--- config.mk ---
export PLATFORM = sky130hd
export DESIGN_NAME = pairlink_tx
export DESIGN_NICKNAME = d
export VERILOG_FILES = /design/src/rtl/pairlink_pkg.sv /design/src/rtl/pairlink_sync.sv /design/src/rtl/pairlink_gap_timer.sv /design/src/rtl/pairlink_slot_map.sv /design/src/rtl/pairlink_tx.sv
export SDC_FILE = /design/constraint.sdc
export NUM_CORES = 1
export LEC_CHECK = 0
export BUFFER_PORTS_ARGS = -buffer_cell sky130_fd_sc_hd__buf_2
export CAP_MARGIN = 5
export CORE_UTILIZATION = 40
export CTS_CLUSTER_SIZE = 20
export DETAILED_ROUTE_END_ITERATION = 7
export SLEW_MARGIN = 20
export SYNTH_ARGS = -nofsm -noshare
export SYNTH_HDL_FRONTEND = slang
export SYNTH_SLANG_ARGS = --single-unit
--- constraint.sdc ---
create_clock -name clk -period 2.3 [get_ports clk]
set_clock_uncertainty 0.2 [all_clocks]
set_input_delay 0.69 -clock clk [delete_from_list [all_inputs] [get_ports clk]]
set_output_delay 0.69 -clock clk [all_outputs]
set_load 0.01 [all_outputs]
--- src/rtl/pairlink_pkg.sv ---
package pairlink_pkg;

  typedef enum logic [2:0] {
    ST_IDLE   = 3'd0,
    ST_WAITR  = 3'd1,
    ST_WINDOW = 3'd2,
    ST_SLOTS  = 3'd3,
    ST_ACK    = 3'd4
  } tx_state_t;

  typedef struct packed {
    logic dpull;
    logic cpull;
  } line_pair_t;

  localparam int NUM_PHASES = 6;
  localparam int NUM_SLOTS  = 4;
  localparam int PH_W       = 3;

endpackage

--- src/rtl/pairlink_sync.sv ---
module pairlink_sync #(
  parameter int STAGES = 2
) (
  input  logic clk,
  input  logic rst,
  input  logic d,
  output logic q
);
  generate
    if (STAGES == 0) begin : g_pass
      logic unused_rst;
      assign unused_rst = rst;
      assign q = d;
    end else begin : g_chain
      logic [STAGES-1:0] chain;
      always_ff @(posedge clk) begin
        if (rst) chain <= '0;
        else     chain <= {chain[STAGES-2 >= 0 ? STAGES-2 : 0 : 0], d};
      end
      assign q = chain[STAGES-1];
    end
  endgenerate
endmodule

--- src/rtl/pairlink_gap_timer.sv ---
module pairlink_gap_timer #(
  parameter int CW   = 4,
  parameter int MAXV = 13
) (
  input  logic          clk,
  input  logic          rst,
  input  logic          load,
  input  logic [CW-1:0] load_val,
  output logic          done
);
  logic [CW-1:0] cnt;

  always_ff @(posedge clk) begin
    if (rst)               cnt <= '0;
    else if (load)         cnt <= load_val - CW'(1);
    else if (cnt != '0)    cnt <= cnt - CW'(1);
  end

  assign done = (cnt == '0);

  // a loaded count never exceeds the longest gap
  AST_GAP_BOUND: assert property (@(posedge clk) disable iff (rst)
    cnt < CW'(MAXV));

  // a nonzero count falls by one each idle cycle
  AST_GAP_STEP: assert property (@(posedge clk) disable iff (rst)
    (!load && cnt != '0) |=> cnt == $past(cnt) - CW'(1));
endmodule

--- src/rtl/pairlink_slot_map.sv ---
module pairlink_slot_map
  import pairlink_pkg::*;
#(
  parameter bit ONE_RELEASED = 1'b1
) (
  input  logic                        [7:0] byte_i,
  input  logic                              last_i,
  output line_pair_t [NUM_PHASES-1:0]       pat_o
);
  localparam int DBIT [NUM_SLOTS] = '{5, 7, 1, 0};
  localparam int CBIT [NUM_SLOTS] = '{4, 6, 3, 2};

  // phase 0: start mark, both released
  assign pat_o[0] = '{dpull: 1'b0, cpull: 1'b0};

  genvar s;
  generate
    for (s = 0; s < NUM_SLOTS; s++) begin : g_slot
      if (ONE_RELEASED) begin : g_rel
        assign pat_o[s+1] = '{dpull: ~byte_i[DBIT[s]], cpull: ~byte_i[CBIT[s]]};
      end else begin : g_pull
        assign pat_o[s+1] = '{dpull: byte_i[DBIT[s]], cpull: byte_i[CBIT[s]]};
      end
    end
  endgenerate

  // status phase: DATA released, CLOCK released only on end of data
  assign pat_o[NUM_PHASES-1] = '{dpull: 1'b0, cpull: ~last_i};
endmodule

--- src/rtl/pairlink_tx.sv ---
module pairlink_tx
  import pairlink_pkg::*;
#(
  parameter int SYNC_STAGES  = 2,
  parameter bit ONE_RELEASED = 1'b1,
  parameter int GAP_MARK     = 11,
  parameter int GAP_SLOT1    = 13,
  parameter int GAP_SLOT2    = 11,
  parameter int GAP_SLOT3    = 13,
  parameter int GAP_SLOT4    = 13,
  parameter int GAP_STATUS   = 13
) (
  input  logic       clk,
  input  logic       rst,
  input  logic       in_valid,
  output logic       in_ready,
  input  logic [7:0] in_data,
  input  logic       in_last,
  input  logic       stall,
  input  logic       data_sense,
  output logic       data_pull,
  output logic       clock_pull,
  output logic       atn_pull,
  output logic       ack_valid,
  output logic       ack_data
);
  localparam int GAPS [NUM_PHASES] =
    '{GAP_MARK, GAP_SLOT1, GAP_SLOT2, GAP_SLOT3, GAP_SLOT4, GAP_STATUS};

  function automatic int max_gap();
    int m = 1;
    for (int i = 0; i < NUM_PHASES; i++) if (GAPS[i] > m) m = GAPS[i];
    return m;
  endfunction

  localparam int MAXG = max_gap();
  localparam int CW   = $clog2(MAXG + 1);

  tx_state_t                    st;
  logic [7:0]                   byte_q;
  logic                         last_q;
  logic [PH_W-1:0]              ph;
  logic                         data_s;
  logic                         tmr_load;
  logic [CW-1:0]                tmr_val;
  logic                         tmr_done;
  line_pair_t [NUM_PHASES-1:0]  pat;

  pairlink_sync #(.STAGES(SYNC_STAGES)) u_sync (
    .clk (clk),
    .rst (rst),
    .d   (data_sense),
    .q   (data_s)
  );

  pairlink_slot_map #(.ONE_RELEASED(ONE_RELEASED)) u_map (
    .byte_i (byte_q),
    .last_i (last_q),
    .pat_o  (pat)
  );

  pairlink_gap_timer #(.CW(CW), .MAXV(MAXG)) u_tmr (
    .clk      (clk),
    .rst      (rst),
    .load     (tmr_load),
    .load_val (tmr_val),
    .done     (tmr_done)
  );

  // timer load decision
  always_comb begin
    tmr_load = 1'b0;
    tmr_val  = CW'(GAPS[0]);
    if (st == ST_WINDOW && !stall) begin
      tmr_load = 1'b1;
    end else if (st == ST_SLOTS && tmr_done && ph != PH_W'(NUM_PHASES-1)) begin
      tmr_load = 1'b1;
      tmr_val  = CW'(GAPS[ph + PH_W'(1)]);
    end
  end

  assign atn_pull = 1'b0;

  always_ff @(posedge clk) begin
    if (rst) begin
      st         <= ST_IDLE;
      in_ready   <= 1'b1;
      byte_q     <= '0;
      last_q     <= 1'b0;
      ph         <= '0;
      data_pull  <= 1'b0;
      clock_pull <= 1'b1;
      ack_valid  <= 1'b0;
      ack_data   <= 1'b0;
    end else begin
      ack_valid <= 1'b0;
      case (st)
        ST_IDLE: begin
          if (in_valid && in_ready) begin
            byte_q   <= in_data;
            last_q   <= in_last;
            in_ready <= 1'b0;
            st       <= ST_WAITR;
          end
        end
        ST_WAITR: begin
          if (!data_s) st <= ST_WINDOW;
        end
        ST_WINDOW: begin
          if (!stall) begin
            data_pull  <= pat[0].dpull;
            clock_pull <= pat[0].cpull;
            ph         <= '0;
            st         <= ST_SLOTS;
          end
        end
        ST_SLOTS: begin
          if (tmr_done) begin
            if (ph == PH_W'(NUM_PHASES-1)) begin
              data_pull  <= 1'b0;
              clock_pull <= 1'b1;
              st         <= ST_ACK;
            end else begin
              ph         <= ph + PH_W'(1);
              data_pull  <= pat[ph + PH_W'(1)].dpull;
              clock_pull <= pat[ph + PH_W'(1)].cpull;
            end
          end
        end
        ST_ACK: begin
          ack_valid <= 1'b1;
          ack_data  <= data_s;
          in_ready  <= 1'b1;
          st        <= ST_IDLE;
        end
        default: st <= ST_IDLE;
      endcase
    end
  end

  AST_IDLE_LINES: assert property (@(posedge clk) disable iff (rst)
    in_ready |-> (clock_pull && !data_pull));

  AST_READY_DROPS: assert property (@(posedge clk) disable iff (rst)
    (in_valid && in_ready) |=> !in_ready);

  AST_HOLD_PEER: assert property (@(posedge clk) disable iff (rst)
    (st == ST_WAITR) |=> (clock_pull && !data_pull));

  AST_HOLD_STALL: assert property (@(posedge clk) disable iff (rst)
    (st == ST_WINDOW && stall) |=> (clock_pull && !data_pull && st == ST_WINDOW));

  AST_STATUS_DATA: assert property (@(posedge clk) disable iff (rst)
    (st == ST_SLOTS && ph == PH_W'(NUM_PHASES-1)) |-> !data_pull);

  AST_ACK_AFTER_PULL: assert property (@(posedge clk) disable iff (rst)
    ack_valid |-> ($past(clock_pull) && !$past(in_ready) && in_ready));

  AST_ATN_IDLE: assert property (@(posedge clk) disable iff (rst)
    (st != ST_IDLE) |-> !atn_pull);
endmodule

== After elaboration in Yosys (flattened, before gate mapping) ==
Memory sizes are Yosys's and may differ from the RTL's.
Index checks and enable logic that the tools add are counted.
Cells by class
  bitwise logic cells: 10
  $add $sub $neg: 3
  magnitude comparators: 2
  mux-type cells: 30
  eq/ne operators: 12
  reduce and logical (&&, ||, !) cells: 16
Operators by type and width (count)
  2-to-1 mux 3 bit: 8
  2-to-1 mux 4 bit: 6
  case mux 3 bit (4 select lines): 1
  != test 2 bit (second input constant): 5
  2-to-1 mux 1 bit: 9
  inverter 1 bit: 9
  subtractor 4 x 1 -> 4 bit (second input constant): 2
  binary-select mux 2 bit (select 3 bit): 1
  == test 3 x 2 -> 1 bit (second input constant): 2
  == test 3 bit (second input constant): 2
  case mux 1 bit (2 select lines): 3
  case mux 3 bit (2 select lines): 1
  nonzero test 2 bit: 3
  AND reduction 5 bit: 1
  >= comparator 4 bit (second input constant): 1
  logical AND 1 bit: 4
  zero test 4 bit: 1
  < comparator 3 x 4 -> 1 bit (second input constant): 1
  inverter 3 -> 4 bit: 1
  AND reduction 2 bit: 2
  AND reduction 4 bit: 1
  nonzero test 4 bit: 1
  adder 3 x 1 -> 3 bit (second input constant): 1
  == test 3 x 1 -> 1 bit (second input constant): 1
  other kinds (6): 6
Storage, ports and cells
  register bits after elaboration: 26
  output and inout port bits: 6
  ROM bits: 256
  memories: 1
  logic and storage cells: 85
Memories
  (name not given): depth 8, width 32, read ports 1, clocked after memory_dff 0, wr ports 0, line pairlink_tx.sv:78  | tmr_val = CW'(GAPS[ph + PH_W'(1)]);

== Longest topological paths before layout ==
Gate-level depths: netlist (run 1).
  depth after elaboration: 9
  mapped depth: 7

== Hierarchy ==
From an unflattened synthesis (run 1), not the netlist that was laid out.
Unflattened totals
  cells, all modules: 143
  area total of the unflattened synthesis: 1333.8 um^2
By module, submodules not included
  pairlink_tx: area an instance 998.5 um^2, times used 1, cells each 104
  pairlink_gap_timer: area an instance 222.7 um^2, times used 1, cells each 22
  pairlink_slot_map: area an instance 60.1 um^2, times used 1, cells each 13
  pairlink_sync: area an instance 52.6 um^2, times used 1, cells each 4

== Least setup slack after synthesis (run 1) ==
OpenSTA, ideal clock, no wires.
  path type: input -> register
  from: input stall
  to: register u_tmr.cnt[3]
  arrival time: 1.575 ns
  library setup time: 0.079 ns
  stages: 4
  data required time: 2.021 ns
  slack: 0.445 ns
  cells stage by stage: or4b_1 -> nand2_1 -> nor2_1 -> a211oi_2
On the way
  word-level cells in the longest chain between the ends: 5
  elaborated cells between the ends (all ways): 7
Ends and longest elaborated chain
  start, declared: line pairlink_tx.sv:19  | input logic stall,
  zero test 1 bit *
  logical AND 1 bit *: line pairlink_tx.sv:74  | if (st == ST_WINDOW && !stall) begin
  2-to-1 mux 4 bit: line pairlink_tx.sv:74
  subtractor 4 x 1 -> 4 bit: line pairlink_gap_timer.sv:15  | else if (load) cnt <= load_val - CW'(1);
  2-to-1 mux 4 bit: line pairlink_gap_timer.sv:15
  end signal, assigned: line pairlink_gap_timer.sv:15
  end signal, assigned: line pairlink_gap_timer.sv:16  | else if (cnt != '0) cnt <= cnt - CW'(1);
  end, declared: line pairlink_gap_timer.sv:11  | logic [CW-1:0] cnt;
Every way passes the cells marked *; elsewhere a longest branch is shown, timed or not.
A chain may end at the register's enable or synchronous reset.

== Worst setup path after layout (run 1) ==
  from: register u_tmr.cnt[3]
  to: register ph[1]
On the way
  word-level cells in the longest chain between the ends: 3
Ends and longest elaborated chain
  zero test 4 bit: line pairlink_gap_timer.sv:19  | assign done = (cnt == '0);
  != test 2 bit (no line)
  AND reduction 4 bit (no line)
  end signal, assigned: line pairlink_tx.sv:124  | ph <= ph + PH_W'(1);
  end, declared: line pairlink_tx.sv:42  | logic [PH_W-1:0] ph;
Every way passes these cells.

==> flow_summary.toml, run 1 <==
[status]
status = "completed"

[synthesis]
ys_types = 40
yosys_warnings = 0
syn-cell-area_um2 = 1260
synth_top_cell_by_area = "dfxtp_1"
synth_area_leaders = "dfxtp_1, mux2i_1, nor2_1"
synth_fp_nets = 155
post_synth.cell_area_avg_um2 = 9.07
synth_top_area_share_pct = 41.3
synthCells = 139
ys_seq_area_share_pct = 41.3
ys_seq_elements = 26

[placement]
place_congestion = 0.770
numPortBuffers = 18
hpwl_um = 1800
dpl_cell_area_um2 = 1380

[finish]
design_area_um2 = 1430
final_cell_mix = "dfxtp_1, nor2_1, buf_2, mux2i_1, nand2_1"
drive_above_1_share_pct = 18.1
syn_to_final_growth_pct = 13.7
final_common_cell = "dfxtp_1"
fillers = 302
antenna_cells = 0
nNetsFinal = 172

[drt]
vias = 994
drt_iter0_markers = 27
avgViaCountPerCell = 4.99
wl_um = 2410
remaining_drc_errors = 0
wl_per_cell_um = 12.1
first_pass_iters = 4
antenna_left = 0

[critical_path]
path_buf_inv = 0
slowest_delay_ns = 0.45
required_ns = 2.37
cp-start-kind = "flip-flop"
endpoint_kind = "flip-flop"
r2r-end = "ph[1]$_SDFFE_PP0P_"
crit_type = "reg -> reg"
r2r_cells = 4
cp.depth = 4
r2r_start = "u_tmr.cnt[3]$_SDFFE_PP0P_"
cp_data_arrival_time_ns = 2.04
crit_family = "simple AND/OR/NAND/NOR gates"
ff2ff_setup_slack_ns = 0.33
path_max_fanout = 7
slowest_stage = "nor4_4"
crit_chain = "nor4_4, and4_1, mux2_1, nor2_1"

[sta]
setup_violations = 0
min_period_over_period_pct = 85.7
hold_viol = 0
max_freq_ghz = 0.508
period_needed_ns = 1.97
drv_slew = 0
fin_setup_tns_ns = 0
rsz0062_at_grt = "no"

[floorplanning]
fp.coreArea_um2 = 3030
initial_core_util_pct = 41.7
die_y_um = 58.2
dieWidth_um = 58.2
num_rows = 20
die_area_um2 = 3380
io_pins = 20

[clock_tree]
clock-sinks = 26
cts_resized = 0
holdBufCountCts = 0
cts_tree = "yes"
clkTransAtPathRegs_ns = 0.14
clock_path_buffers = 2
clock_tree.root_cell = "clkbuf_4"
htreeDepth = 1
cts_buffers = 3
postCtsSetupRepairBufs = 0
clock_latency_ns = 0.32

[global_routing]
grt_pass1_vias = 994
grt_max_degree = 25
antenna_found_initial = 0
grt_overflow = 0
grt_pass1_wl_um = 4290
grt_use_total_pct = 16.4

[worst_hold_path]
min_from = "u_sync.g_chain.chain[0]$_SDFF_PP0_"
whs_path_depth = 1
holdPathEnd = "u_sync.g_chain.chain[1]$_SDFF_PP0_"
hp-class = "reg -> reg"

[run]
cap_violations = 0

[pwr]
ir_drop_uv = 606
power.density_nw_per_um2 = 929
power_leakage_nw = 0.625
power_mw = 1.33
==> sequential cells by signal, indices dropped and copies added, names as in the netlist <==
name and flops:
data_pull 1, ph 3, byte_q 8, last_q 1, ack_data 1, u_tmr.cnt 4
ack_valid 1, clock_pull 1, st 3, in_ready 1, u_sync.g_chain.chain 2
==> final cells by class <==
type,count,area [µm²],area share [%]
well taps,44,55.1,3.84
clock inverters,1,30.0,2.09
multi-input cells,103,693,48.3
flip-flops and latches,26,520,36.3
clock buffers,3,22.5,1.57
inverters,2,7.51,0.524
repair buffers,20,105,7.33
==> worst max-delay path by stage <==
stage,start,end
detailed placement,stall,u_tmr.cnt[3]$_SDFFE_PP0P_
global route,u_tmr.cnt[3]$_SDFFE_PP0P_,ph[1]$_SDFFE_PP0P_
floorplan,stall,u_tmr.cnt[3]$_SDFFE_PP0P_
CTS,u_tmr.cnt[3]$_SDFFE_PP0P_,ph[1]$_SDFFE_PP0P_
global placement,stall,u_tmr.cnt[3]$_SDFFE_PP0P_
finish,u_tmr.cnt[3]$_SDFFE_PP0P_,ph[1]$_SDFFE_PP0P_
==> synthesized netlist by cell type <==
| cell type | number |
|---|---|
| mux2_1 | 2 |
| conb_1 | 1 |
| o211a_1 | 1 |
| o211ai_1 | 1 |
| dfxtp_1 | 26 |
| o21ai_1 | 1 |
| buf_2 | 2 |
| a211oi_2 | 2 |
| o21ba_1 | 1 |
| a21oi_1 | 4 |
| nor2b_1 | 6 |
| o311ai_1 | 1 |
| nor3_1 | 2 |
| o221ai_2 | 1 |
| xor2_1 | 1 |
| nand2_1 | 9 |
| inv_1 | 2 |
| nand2b_1 | 2 |
| nand4b_1 | 1 |
| a2111oi_0 | 2 |
| or4_1 | 1 |
| o21ai_0 | 4 |
| buf_4 | 2 |
| a31oi_1 | 1 |
| or4b_1 | 1 |
| nor4_1 | 2 |
| a211oi_1 | 1 |
| clkbuf_1 | 4 |
| and4_1 | 2 |
| nor2_1 | 24 |
| or3_1 | 1 |
| nand3_1 | 6 |
| nor4_4 | 1 |
| a21boi_0 | 1 |
| mux2i_1 | 14 |
| a41oi_1 | 1 |
| and3b_1 | 1 |
| xnor2_1 | 1 |
| ha_1 | 2 |
| a311oi_1 | 1 |
==> per-stage QoR <==
step,instances,hold WS (ns),setup slack (ns),utilization (%)
floorplan,139,0.214,0.445,-
global placement,195,0.235,0.296,45.6
detailed placement,195,0.234,0.257,45.6
CTS,199,0.261,0.335,47.4
global route,199,0.272,0.238,47.4
finish,199,0.259,0.330,47.4
==> routing by layer <==
metal  GRT usage, %  share of wire [%]  vias up  wire [µm]
met2           27.1                 46       19       1100
met4           3.06               0.79        0         19
li1               -                  -      530          -
met1           21.4                 50      443       1220
met5              0                  0        -          0
met3           4.69                3.0        2         73
==> power by group <==
part / internal, mW / switching, mW / leakage [nW]
registers: 0.516 / 0.0755 / 0.212
clock network: 0.176 / 0.136 / 0.0279
logic: 0.197 / 0.232 / 0.385
==> cells by family (layout without fill, tap and decap cells) <==
kind of cell    after synthesis  count (layout)  share of synthesized area [%]
mux                          16              16                           12.9
buf+inv                      10              26                           3.77
flops                        26              26                           41.3
xor+xnor                      2               2                           1.39
other cells                   1               1                          0.297
compound gates               23              23                           14.1
fa+ha+maj                     2               2                           1.98
simple gates                 59              59                           24.3
No activity file was read; power rests on OpenSTA's default activity.
==> inputs of run 2 (changes only) <==
--- a/config.mk
+++ b/config.mk
@@ -10,6 +10,7 @@
 export CORE_UTILIZATION = 40
 export CTS_CLUSTER_SIZE = 20
 export DETAILED_ROUTE_END_ITERATION = 7
+export MAX_ROUTING_LAYER = met4
 export SLEW_MARGIN = 20
 export SYNTH_ARGS = -nofsm -noshare
 export SYNTH_HDL_FRONTEND = slang
==> run 2 against run 1 <==
  * Register-to-register slack barely moved
  * First-iteration DRC count is 15% lower
  * Die area unchanged
  * Routed wire length increased by 0.50%
  * Global-route usage up 0.50 points
  * Sequential power about the same
  * Via count is 0.70% higher
  * Clock power barely moved
  * Final area did not move
  * Critical path depth is the same
  * Largest cell class unchanged
  * Largest power group unchanged
  * Highest routed layer unchanged
==> flow_summary.toml, run 2 (synthesized netlist as in run 1, its figures left out) <==
[pwr]
ir_drop_uv = 606
power_leakage_nw = 0.625
power_mw = 1.33
power.density_nw_per_um2 = 930

[worst_hold_path]
holdPathEnd = "u_sync.g_chain.chain[1]$_SDFF_PP0_"
min_from = "u_sync.g_chain.chain[0]$_SDFF_PP0_"
hp-class = "reg -> reg"
whs_path_depth = 1

[sta]
rsz0062_at_grt = "no"
hold_viol = 0
setup_violations = 0
fin_setup_tns_ns = 0
period_needed_ns = 1.97
min_period_over_period_pct = 85.7
max_freq_ghz = 0.508
drv_slew = 0

[clock_tree]
clkTransAtPathRegs_ns = 0.14
cts_tree = "yes"
holdBufCountCts = 0
clock-sinks = 26
clock_latency_ns = 0.32
cts_buffers = 3
clock_tree.root_cell = "clkbuf_4"
htreeDepth = 1
cts_resized = 0
postCtsSetupRepairBufs = 0
clock_path_buffers = 2

[global_routing]
antenna_found_initial = 0
use_met2_pct = 27.1
grt_overflow = 0
grt_pass1_wl_um = 4290
grt_pass1_vias = 997
grt_max_degree = 25
top_usage_layer = "met2"
grt_use_total_pct = 16.9
grt_use_met1_pct = 21.4
grtUsageMet3_pct = 4.69

[drt]
drt_iter0_markers = 23
remaining_drc_errors = 0
vias = 1001
avgViaCountPerCell = 5.03
antenna_left = 0
wl_um = 2420
wl_per_cell_um = 12.2
first_pass_iters = 4

[floorplanning]
initial_core_util_pct = 41.7
fp.coreArea_um2 = 3030
die_y_um = 58.2
num_rows = 20
io_pins = 20
die_area_um2 = 3380
dieWidth_um = 58.2

[finish]
final_common_cell = "dfxtp_1"
syn_to_final_growth_pct = 13.7
largest_reg_flops = 8
final_cell_mix = "dfxtp_1, nor2_1, buf_2, mux2i_1, nand2_1"
fillers = 302
drive_above_1_share_pct = 18.1
design_area_um2 = 1430
top_regs = "byte_q: 8 flops, u_tmr.cnt: 4 flops"
nNetsFinal = 172
largest-register = "byte_q"
antenna_cells = 0

[critical_path]
crit_family = "simple AND/OR/NAND/NOR gates"
r2r_start = "u_tmr.cnt[3]$_SDFFE_PP0P_"
ff2ff_setup_slack_ns = 0.33
path_max_fanout = 7
endpoint_kind = "flip-flop"
slowest_delay_ns = 0.45
crit_chain = "nor4_4, and4_1, mux2_1, nor2_1"
r2r_cells = 4
r2r-end = "ph[1]$_SDFFE_PP0P_"
required_ns = 2.37
cp_data_arrival_time_ns = 2.04
slowest_stage = "nor4_4"
crit_type = "reg -> reg"
cp-start-kind = "flip-flop"
path_buf_inv = 0

[placement]
dpl_cell_area_um2 = 1380
numPortBuffers = 18
hpwl_um = 1800
place_congestion = 0.780

[run]
cap_violations = 0

[status]
status = "completed"
## run 2: power by group
group / total [mW] / internal [mW] / leakage [nW] / switching (mW)
sequential: 0.592 / 0.516 / 0.212 / 0.0757
combinational: 0.430 / 0.197 / 0.385 / 0.233
clock: 0.312 / 0.176 / 0.0279 / 0.136
## run 2: final cells by class
type / count / area [µm²] / share of cell area, %
tap: 44 / 55.1 / 3.84
clock inverter: 1 / 30.0 / 2.09
timing repair buffer: 20 / 105 / 7.33
multi-input combinational: 103 / 693 / 48.3
sequential: 26 / 520 / 36.3
inverter: 2 / 7.51 / 0.524
clock buffer: 3 / 22.5 / 1.57
## run 2: worst reg2reg max path, cell delays in order, from the launching register on
cell	delay [ns]
dfxtp_1	0.39
nor4_4	0.45
and4_1	0.44
mux2_1	0.35
nor2_1	0.09
## run 2: through the flow
step | hold slack [ns] | utilization (%) | setup WS, ns | instances
after floorplan | 0.214 | - | 0.445 | 139
after global placement | 0.235 | 45.6 | 0.296 | 195
after CTS | 0.261 | 47.4 | 0.335 | 199
final | 0.259 | 47.4 | 0.330 | 199
after global routing | 0.272 | 47.4 | 0.238 | 199
after detailed placement | 0.234 | 45.6 | 0.257 | 195
## run 2: worst max path at each step
stage,startpoint,end,cells after the start
after floorplan,stall,u_tmr.cnt[3]$_SDFFE_PP0P_,4
after global placement,stall,u_tmr.cnt[3]$_SDFFE_PP0P_,5
after detailed placement,stall,u_tmr.cnt[3]$_SDFFE_PP0P_,5
after CTS,u_tmr.cnt[3]$_SDFFE_PP0P_,ph[1]$_SDFFE_PP0P_,4
after global routing,u_tmr.cnt[3]$_SDFFE_PP0P_,ph[1]$_SDFFE_PP0P_,4
final,u_tmr.cnt[3]$_SDFFE_PP0P_,ph[1]$_SDFFE_PP0P_,4
## run 2: per-layer routing
layer / wire, µm / vias up / part of all wire [%]
li1: - / 529 / -
met5: 0 / - / 0
met1: 1200 / 449 / 50
met2: 1100 / 21 / 46
met4: 18 / 0 / 0.74
met3: 94 / 2 / 3.9
